## src/rtl/cmpcap_pkg.sv

```systemverilog
package cmpcap_pkg;
  localparam int CNT_W  = 16;
  localparam int BYTE_W = 8;

  typedef enum logic [1:0] {
    SRC_DIV_SLOW = 2'd0,
    SRC_DIV_FAST = 2'd1,
    SRC_T0       = 2'd2,
    SRC_EXT      = 2'd3
  } clk_src_e;

  // packed MSB first: bit6 cmp_en .. bit0 irq_en
  typedef struct packed {
    logic cmp_en;
    logic cap_rise;
    logic cap_fall;
    logic match;
    logic toggle;
    logic pwm;
    logic irq_en;
  } ch_mode_t;

  function automatic logic f_hits(input logic [CNT_W-1:0] next_cnt,
                                  input logic [CNT_W-1:0] cmp);
    return next_cnt == cmp;
  endfunction

  function automatic logic f_pwm_high(input logic [BYTE_W-1:0] lo_cnt,
                                      input logic [BYTE_W-1:0] thr);
    return lo_cnt >= thr;
  endfunction

  function automatic logic f_edge(input logic rise_en, input logic fall_en,
                                  input logic cur, input logic prev);
    return (rise_en & cur & ~prev) | (fall_en & ~cur & prev);
  endfunction
endpackage

```

## src/rtl/cmpcap_timebase.sv

```systemverilog
module cmpcap_timebase
  import cmpcap_pkg::*;
#(
  parameter int DIV_SLOW = 6,
  parameter int DIV_FAST = 2
) (
  input  logic              clk,
  input  logic              rst_n,
  input  logic              sys_ce,
  input  logic              run,
  input  clk_src_e          src,
  input  logic              t0_strobe,
  input  logic              ext_pin,
  input  logic              we_lo,
  input  logic              we_hi,
  input  logic [BYTE_W-1:0] wdata,
  output logic [CNT_W-1:0]  cnt,
  output logic              step,
  output logic              lo_wrap,
  output logic              full_wrap
);
  localparam int PW = (DIV_SLOW > 1) ? $clog2(DIV_SLOW) : 1;

  logic [PW-1:0] presc, limit;
  logic          presc_hit, tick;
  logic [2:0]    ext_sync;
  logic          ext_rise;

  assign limit     = (src == SRC_DIV_FAST) ? PW'(DIV_FAST - 1) : PW'(DIV_SLOW - 1);
  assign presc_hit = sys_ce && (presc >= limit);

  always_ff @(posedge clk or negedge rst_n) begin
    if (!rst_n)                                  presc <= '0;
    else if (!run || src == SRC_T0 || src == SRC_EXT) presc <= '0;
    else if (sys_ce)                             presc <= presc_hit ? '0 : presc + 1'b1;
  end

  always_ff @(posedge clk or negedge rst_n) begin
    if (!rst_n)      ext_sync <= '0;
    else if (sys_ce) ext_sync <= {ext_sync[1:0], ext_pin};
  end
  assign ext_rise = ext_sync[1] & ~ext_sync[2];

  always_comb begin
    unique case (src)
      SRC_DIV_SLOW,
      SRC_DIV_FAST: tick = presc_hit;
      SRC_T0:       tick = sys_ce & t0_strobe;
      default:      tick = sys_ce & ext_rise;
    endcase
  end

  assign step      = run & tick;
  assign lo_wrap   = step & (&cnt[BYTE_W-1:0]);
  assign full_wrap = step & (&cnt);

  always_ff @(posedge clk or negedge rst_n) begin
    if (!rst_n) cnt <= '0;
    else if (we_lo || we_hi) begin
      if (we_lo) cnt[BYTE_W-1:0]     <= wdata;
      if (we_hi) cnt[CNT_W-1:BYTE_W] <= wdata;
    end else if (step) cnt <= cnt + 1'b1;
  end

  // a tick without a software write advances by exactly one
  p_step_r3: assert property (@(posedge clk) disable iff (!rst_n)
    (step && !we_lo && !we_hi) |=> cnt == $past(cnt) + 1'b1);

  // stopped and unwritten counter holds
  p_hold_r3: assert property (@(posedge clk) disable iff (!rst_n)
    (!run && !we_lo && !we_hi) |=> $stable(cnt));
endmodule

```

## src/rtl/cmpcap_channel.sv

```systemverilog
module cmpcap_channel
  import cmpcap_pkg::*;
(
  input  logic              clk,
  input  logic              rst_n,
  input  logic              mode_we,
  input  logic              lo_we,
  input  logic              hi_we,
  input  logic [BYTE_W-1:0] wdata,
  input  logic [CNT_W-1:0]  cnt,
  input  logic              step,
  input  logic              lo_wrap,
  input  logic              pin_in,
  input  logic              flag_clr,
  output ch_mode_t          mode_q,
  output logic [BYTE_W-1:0] cmp_lo,
  output logic [BYTE_W-1:0] cmp_hi,
  output logic              flag,
  output logic              pin_out,
  output logic              irq_req
);
  logic [2:0] pin_sync;
  logic       edge_seen, pwm_act, match_act, match_evt, tog_evt, cap_evt, tog_q;

  always_ff @(posedge clk or negedge rst_n) begin
    if (!rst_n) pin_sync <= '0;
    else        pin_sync <= {pin_sync[1:0], pin_in};
  end

  assign edge_seen = f_edge(mode_q.cap_rise, mode_q.cap_fall, pin_sync[1], pin_sync[2]);
  assign pwm_act   = mode_q.pwm & mode_q.cmp_en;
  assign match_act = mode_q.match & mode_q.cmp_en & ~mode_q.pwm;
  assign match_evt = match_act & step & f_hits(cnt + 1'b1, {cmp_hi, cmp_lo});
  assign tog_evt   = match_evt & mode_q.toggle;
  assign cap_evt   = ~pwm_act & ~match_act & edge_seen;

  always_ff @(posedge clk or negedge rst_n) begin
    if (!rst_n)       mode_q <= '0;
    else if (mode_we) mode_q <= ch_mode_t'(wdata[6:0]);
    else if (lo_we)   mode_q.cmp_en <= 1'b0;
    else if (hi_we)   mode_q.cmp_en <= 1'b1;
  end

  always_ff @(posedge clk or negedge rst_n) begin
    if (!rst_n)                   cmp_lo <= '0;
    else if (lo_we)               cmp_lo <= wdata;
    else if (cap_evt)             cmp_lo <= cnt[BYTE_W-1:0];
    else if (pwm_act && lo_wrap)  cmp_lo <= cmp_hi;
  end

  always_ff @(posedge clk or negedge rst_n) begin
    if (!rst_n)       cmp_hi <= '0;
    else if (hi_we)   cmp_hi <= wdata;
    else if (cap_evt) cmp_hi <= cnt[CNT_W-1:BYTE_W];
  end

  always_ff @(posedge clk or negedge rst_n) begin
    if (!rst_n)                   flag <= 1'b0;
    else if (match_evt || cap_evt) flag <= 1'b1;
    else if (flag_clr)            flag <= 1'b0;
  end

  always_ff @(posedge clk or negedge rst_n) begin
    if (!rst_n)       tog_q <= 1'b0;
    else if (tog_evt) tog_q <= ~tog_q;
  end

  assign pin_out = pwm_act ? f_pwm_high(cnt[BYTE_W-1:0], cmp_lo) : tog_q;
  assign irq_req = flag & mode_q.irq_en;

  p_capture_r5: assert property (@(posedge clk) disable iff (!rst_n)
    (cap_evt && !lo_we && !hi_we) |=> flag && {cmp_hi, cmp_lo} == $past(cnt));

  p_match_r6: assert property (@(posedge clk) disable iff (!rst_n)
    match_evt |=> flag);

  p_toggle_r7: assert property (@(posedge clk) disable iff (!rst_n)
    (tog_evt && !mode_we && !lo_we) |=> pin_out != $past(pin_out));

  p_shadow_r9: assert property (@(posedge clk) disable iff (!rst_n)
    (pwm_act && lo_wrap && !lo_we) |=> cmp_lo == $past(cmp_hi));

  p_cmpen_clr_r10: assert property (@(posedge clk) disable iff (!rst_n)
    (lo_we && !mode_we) |=> !mode_q.cmp_en);

  p_cmpen_set_r10: assert property (@(posedge clk) disable iff (!rst_n)
    (hi_we && !mode_we) |=> mode_q.cmp_en);
endmodule

```

## src/rtl/cmpcap_array.sv

```systemverilog
module cmpcap_array
  import cmpcap_pkg::*;
#(
  parameter int NUM_CH   = 2,
  parameter int ADDR_W   = 4,
  parameter int DIV_SLOW = 6,
  parameter int DIV_FAST = 2
) (
  input  logic              clk,
  input  logic              rst_n,
  input  logic              sys_ce,
  input  logic              t0_ovf_strobe,
  input  logic              ext_clk_pin,
  input  logic              reg_we,
  input  logic [ADDR_W-1:0] reg_addr,
  input  logic [7:0]        reg_wdata,
  output logic [7:0]        reg_rdata,
  input  logic [NUM_CH-1:0] ch_pin_in,
  output logic [NUM_CH-1:0] ch_pin_out,
  output logic              irq
);
  localparam int A_CFG     = 0;
  localparam int A_STAT    = 1;
  localparam int A_CNT_LO  = 2;
  localparam int A_CNT_HI  = 3;
  localparam int CH_BASE   = 4;
  localparam int CH_STRIDE = 4;
  localparam int OVF_BIT   = 7;

  clk_src_e          src_q;
  logic              ovf_ie, run, ovf_flag;
  logic              cfg_we, stat_we, cnt_lo_we, cnt_hi_we;
  logic [CNT_W-1:0]  cnt;
  logic              step, lo_wrap, full_wrap;
  ch_mode_t          ch_mode [NUM_CH];
  logic [BYTE_W-1:0] ch_lo [NUM_CH];
  logic [BYTE_W-1:0] ch_hi [NUM_CH];
  logic [NUM_CH-1:0] ch_flag, ch_irq;

  assign cfg_we    = reg_we && reg_addr == ADDR_W'(A_CFG);
  assign stat_we   = reg_we && reg_addr == ADDR_W'(A_STAT);
  assign cnt_lo_we = reg_we && reg_addr == ADDR_W'(A_CNT_LO);
  assign cnt_hi_we = reg_we && reg_addr == ADDR_W'(A_CNT_HI);

  always_ff @(posedge clk or negedge rst_n) begin
    if (!rst_n) begin
      src_q  <= SRC_DIV_SLOW;
      ovf_ie <= 1'b0;
    end else if (cfg_we) begin
      src_q  <= clk_src_e'(reg_wdata[1:0]);
      ovf_ie <= reg_wdata[2];
    end
  end

  always_ff @(posedge clk or negedge rst_n) begin
    if (!rst_n)       run <= 1'b0;
    else if (stat_we) run <= reg_wdata[0];
  end

  always_ff @(posedge clk or negedge rst_n) begin
    if (!rst_n)                              ovf_flag <= 1'b0;
    else if (full_wrap)                      ovf_flag <= 1'b1;
    else if (stat_we && !reg_wdata[OVF_BIT]) ovf_flag <= 1'b0;
  end

  cmpcap_timebase #(.DIV_SLOW(DIV_SLOW), .DIV_FAST(DIV_FAST)) tb_i (
    .clk(clk), .rst_n(rst_n), .sys_ce(sys_ce), .run(run), .src(src_q),
    .t0_strobe(t0_ovf_strobe), .ext_pin(ext_clk_pin),
    .we_lo(cnt_lo_we), .we_hi(cnt_hi_we), .wdata(reg_wdata),
    .cnt(cnt), .step(step), .lo_wrap(lo_wrap), .full_wrap(full_wrap)
  );

  for (genvar i = 0; i < NUM_CH; i++) begin : g_ch
    localparam int BASE = CH_BASE + CH_STRIDE * i;
    logic mode_we, lo_we, hi_we, flag_clr;
    assign mode_we  = reg_we && reg_addr == ADDR_W'(BASE);
    assign lo_we    = reg_we && reg_addr == ADDR_W'(BASE + 1);
    assign hi_we    = reg_we && reg_addr == ADDR_W'(BASE + 2);
    assign flag_clr = stat_we && !reg_wdata[i+1];

    cmpcap_channel ch_i (
      .clk(clk), .rst_n(rst_n), .mode_we(mode_we), .lo_we(lo_we), .hi_we(hi_we),
      .wdata(reg_wdata), .cnt(cnt), .step(step), .lo_wrap(lo_wrap),
      .pin_in(ch_pin_in[i]), .flag_clr(flag_clr), .mode_q(ch_mode[i]),
      .cmp_lo(ch_lo[i]), .cmp_hi(ch_hi[i]), .flag(ch_flag[i]),
      .pin_out(ch_pin_out[i]), .irq_req(ch_irq[i])
    );
  end

  always_comb begin
    reg_rdata = '0;
    unique case (reg_addr)
      ADDR_W'(A_CFG):    reg_rdata = {5'b0, ovf_ie, src_q};
      ADDR_W'(A_STAT): begin
        reg_rdata[0]        = run;
        reg_rdata[NUM_CH:1] = ch_flag;
        reg_rdata[OVF_BIT]  = ovf_flag;
      end
      ADDR_W'(A_CNT_LO): reg_rdata = cnt[BYTE_W-1:0];
      ADDR_W'(A_CNT_HI): reg_rdata = cnt[CNT_W-1:BYTE_W];
      default: begin
        for (int i = 0; i < NUM_CH; i++) begin
          if (reg_addr == ADDR_W'(CH_BASE + CH_STRIDE * i))     reg_rdata = {1'b0, ch_mode[i]};
          if (reg_addr == ADDR_W'(CH_BASE + CH_STRIDE * i + 1)) reg_rdata = ch_lo[i];
          if (reg_addr == ADDR_W'(CH_BASE + CH_STRIDE * i + 2)) reg_rdata = ch_hi[i];
        end
      end
    endcase
  end

  assign irq = (ovf_flag & ovf_ie) | (|ch_irq);

  p_ovf_set_r4: assert property (@(posedge clk) disable iff (!rst_n)
    full_wrap |=> ovf_flag);

  p_ovf_hw_only_r4: assert property (@(posedge clk) disable iff (!rst_n)
    $rose(ovf_flag) |-> $past(full_wrap));

  p_irq_quiet_r11: assert property (@(posedge clk) disable iff (!rst_n)
    (!ovf_flag && ch_flag == '0) |-> !irq);
endmodule

```

## config.mk

```make
export PLATFORM = sky130hd
export DESIGN_NAME = cmpcap_array
export DESIGN_NICKNAME = d
export VERILOG_FILES = /design/src/rtl/cmpcap_pkg.sv /design/src/rtl/cmpcap_timebase.sv /design/src/rtl/cmpcap_channel.sv /design/src/rtl/cmpcap_array.sv
export SDC_FILE = /design/constraint.sdc
export NUM_CORES = 1
export LEC_CHECK = 0
export CAP_MARGIN = 20
export CORE_MARGIN = 4
export CORE_UTILIZATION = 47
export CTS_CLUSTER_DIAMETER = 120
export CTS_CLUSTER_SIZE = 28
export DETAILED_ROUTE_END_ITERATION = 8
export HOLD_SLACK_MARGIN = 0.1
export PLACE_DENSITY = 0.69
export SYNTH_ARGS = -nofsm -noshare
export SYNTH_HDL_FRONTEND = slang
export SYNTH_SLANG_ARGS = --single-unit
```

## constraint.sdc

```tcl
create_clock -name clk -period 5 [get_ports clk]
set_clock_uncertainty 0.05 [all_clocks]
set_input_delay 0.5 -clock clk [delete_from_list [all_inputs] [get_ports clk]]
set_output_delay 0.5 -clock clk [all_outputs]
set_load 0.02 [all_outputs]
```

==> metrics.yaml <==
dr.pass1.iters: 7
synth.largest_area_cell: "dfrtp_1"
cpLargestDelayFamily: "compound AO/OA/AOI/OAI gates"
clkLatencyLatePin_ps: 360
startpoint_type: "flip-flop"
viasPerCell: 6.553
worst-path-buf-inv: 2
tightest_slew_ps: 1069
arrival_ps: 3250
synth_cell_types: 64
start_util: 0.4867
cp_cell_sequence: "inv_1 > ha_1 > nand2b_1 > a21o_1 > a21o_1 > a21o_1 > a21o_1 > a21oi_1 > o221ai_1 > clkdlybuf4s50_1"
ys_seq_elements: 83
dpl_cell_area_um2: 6307
coreArea_um2: 12210
yosys-top-cells-area: "dfrtp_1 35%, a21oi_1 5.9%, ha_1 4.2%"
routed_wl_um: 20360
pwr_density_cell_nw_per_um2: 503.5
die-area_um2: 14510
relSlewSlack: 0.2844
clk_pin_slew_ps: 70
utilization: 0.5474
peakVddDrop_v: 0.0002251
grt_use_total: 0.2872
cts_tree: "built"
grt_pass1_vias: 5547
setup_tns_ps: 0
rsz0062_at_grt: "no"
row_count: 40
vias: 5636
place.gp.congestion: 1.011
n_fill_cell: 1128
yosys_warnings: 0
p_leak_uw: 0.002755
antenna_found_initial: 0
finalCritPeriodShare: 0.7592
hold_class: "reg -> reg"
cpPeakStageDelay_ps: 570
hpwl_um: 14170
cts_buffer_depth: 2
diodes: 0
synth_fp_nets: 727
drive_above_1_share: 0.09393
drtIter0Drc: 818
cts_sinks: 83
area_growth_pct: 12.48
slew_viol_final: 0
synth-edff-count: 0
netlist_area_um2: 5943
fmax_mhz: 263.4
postCtsSetupBuffers: 0
drcViolationCount: 0
design_area_um2: 6685
routedWlPerCell_um: 23.68
crit_type: "reg -> out"
cts_buffers: 9
cts-htree-levels: 3
worstPathRequired_ps: 4450
avgSynthCellArea_um2: 8.651
final_antenna_net_count: 0
status: "finished, final reports clean"
cp-end-kind: "primary output"
syn-instance-count: 687
ios: 31
grt-ovfl-total: 0
grt_pass1_wl_um: 31500
crit_top_cell: "a21o_1"
min_period_ps: 3796
slowest_stage: "dfrtp_1"
finalHoldViolations: 0
cts-root-buf: "clkbuf_16"
hold_ws_ps: 303.4
portBuffers: 30
grt_start_max_net_pins: 45
ctsResizeCount: 0
cp_max_fo: 8
synthArstFlopShare: 1.000
finalSetupViolCount: 0
die_h_um: 120.5
seq_area_frac_synth: 0.3495
die_x_um: 120.5
max_cap_violations: 0
layout.nets: 727
synth_top_cell_area_share: 0.3495
synthFlopType: "dfrtp_1"
## through the flow
step | worst slack, ps | total power, uW | std cells
floorplan | 2213 | 2070 | 687
global placement | 1542 | 2465 | 842
detailed placement | 1494 | 2509 | 842
CTS | 1233 | 3332 | 859
global route | 1097 | 3546 | 860
finish | 1204 | 3366 | 860
## final cells by class
cell class	count	area (um2)	area share
Clock inverter	5	107.6	0.01610
Sequential cell	83	2077	0.3107
Tap cell	168	210.2	0.03144
Multi-Input combinational cell	523	3551	0.5312
Inverter	29	108.9	0.01628
Timing Repair Buffer	41	377.9	0.05652
Clock buffer	11	252.7	0.03781
## flip-flops by register name, summed over array words and instances (netlist names), 2 cells and up
signal	count
tb_i.presc	3
g_ch.ch_i.cmp_lo	16
g_ch.ch_i.mode_q	14
g_ch.ch_i.tog_q	2
tb_i.cnt	16
tb_i.ext_sync	3
g_ch.ch_i.pin_sync	6
g_ch.ch_i.cmp_hi	16
src_q	2
g_ch.ch_i.flag	2
## layer usage
layer	part of all wire	track usage
met1	0.40	0.3855
met2	0.45	0.4359
met3	0.11	0.05987
met4	0.041	0.1466
met5	0.0024	0.02574
## power by group
| group | switching (uW) | total, uW | internal (uW) |
|---|---|---|---|
| Sequential | 394 | 1260 | 862 |
| Combinational | 681 | 1290 | 609 |
| Clock | 302 | 821 | 518 |
| Total | 1380 | 3370 | 1990 |
## cells in the mapped netlist (10+ instances only)
library cell  number
dfrtp_1           83
a21oi_1           70
nand2_1           64
nor2_1            58
clkbuf_1          33
inv_1             29
o21ai_0           29
xnor2_1           27
mux2_2            22
mux2i_1           22
ha_1              20
nor2b_1           19
o221ai_1          19
nand3_1           15
a31oi_1           13
xor2_1            12
o22a_1            11
o22ai_1           11
buf_1             10
## cells by family after synthesis
logic type,count (synthesis),synth area share
AO/OA/AOI/OAI,199,0.2196
AND/OR/NAND/NOR,216,0.1829
multiplexers,47,0.09010
buffers and inverters,81,0.05389
XOR/XNOR,40,0.06021
flip-flops,83,0.3495
adder cells (fa/ha/maj),21,0.04379
## placed cells by master (no fill, tap or decap), drive strengths merged, types with 4 or more instances in the layout
cell type,netlist,layout
a21o,9,9
a21oi,70,70
a31oi,13,13
and2,5,5
and3,6,6
buf,19,12
clkbuf,33,11
clkdlybuf4s50,0,28
dfrtp,83,83
ha,20,20
inv,29,30
mux2,22,22
mux2i,22,22
nand2,64,64
nand2b,6,6
nand3,16,16
nand4,10,10
nor2,59,59
nor2b,19,19
nor3,8,8
nor3b,4,4
nor4,7,7
o211ai,4,4
o21ai,35,35
o221ai,19,19
o22a,11,11
o22ai,11,11
or4,4,4
xnor2,28,28
xor2,12,12
## path summary, 6_finish.rpt
| kind | cells after the start | end | slack, ps | from |
|---|---|---|---|---|
| worst min register to register | 0 | g_ch[0].ch_i.pin_sync[1] | 300 | g_ch[0].ch_i.pin_sync[0] |
| worst max register to register | 7 | g_ch[0].ch_i.tog_q | 1450 | tb_i.cnt[4] |
| min in group asynchronous | 2 | tb_i.presc[1] | 630 | rst_n |
| worst max-delay path | 10 | ch_pin_out[0] | 1200 | tb_i.cnt[0] |
| max in group asynchronous | 3 | g_ch[1].ch_i.cmp_hi[5] | 3270 | rst_n |
| worst min-delay path | 0 | g_ch[0].ch_i.pin_sync[1] | 300 | g_ch[0].ch_i.pin_sync[0] |
## repair_timing
| item | 4_1_cts | 5_1_grt |
|---|---|---|
| hold buffers | 1 | 0 |
| setup endpoints to repair | 0 | 0 |
| endpoints found under the hold margin | 8 | 0 |
(Power assumes the default switching activity.)
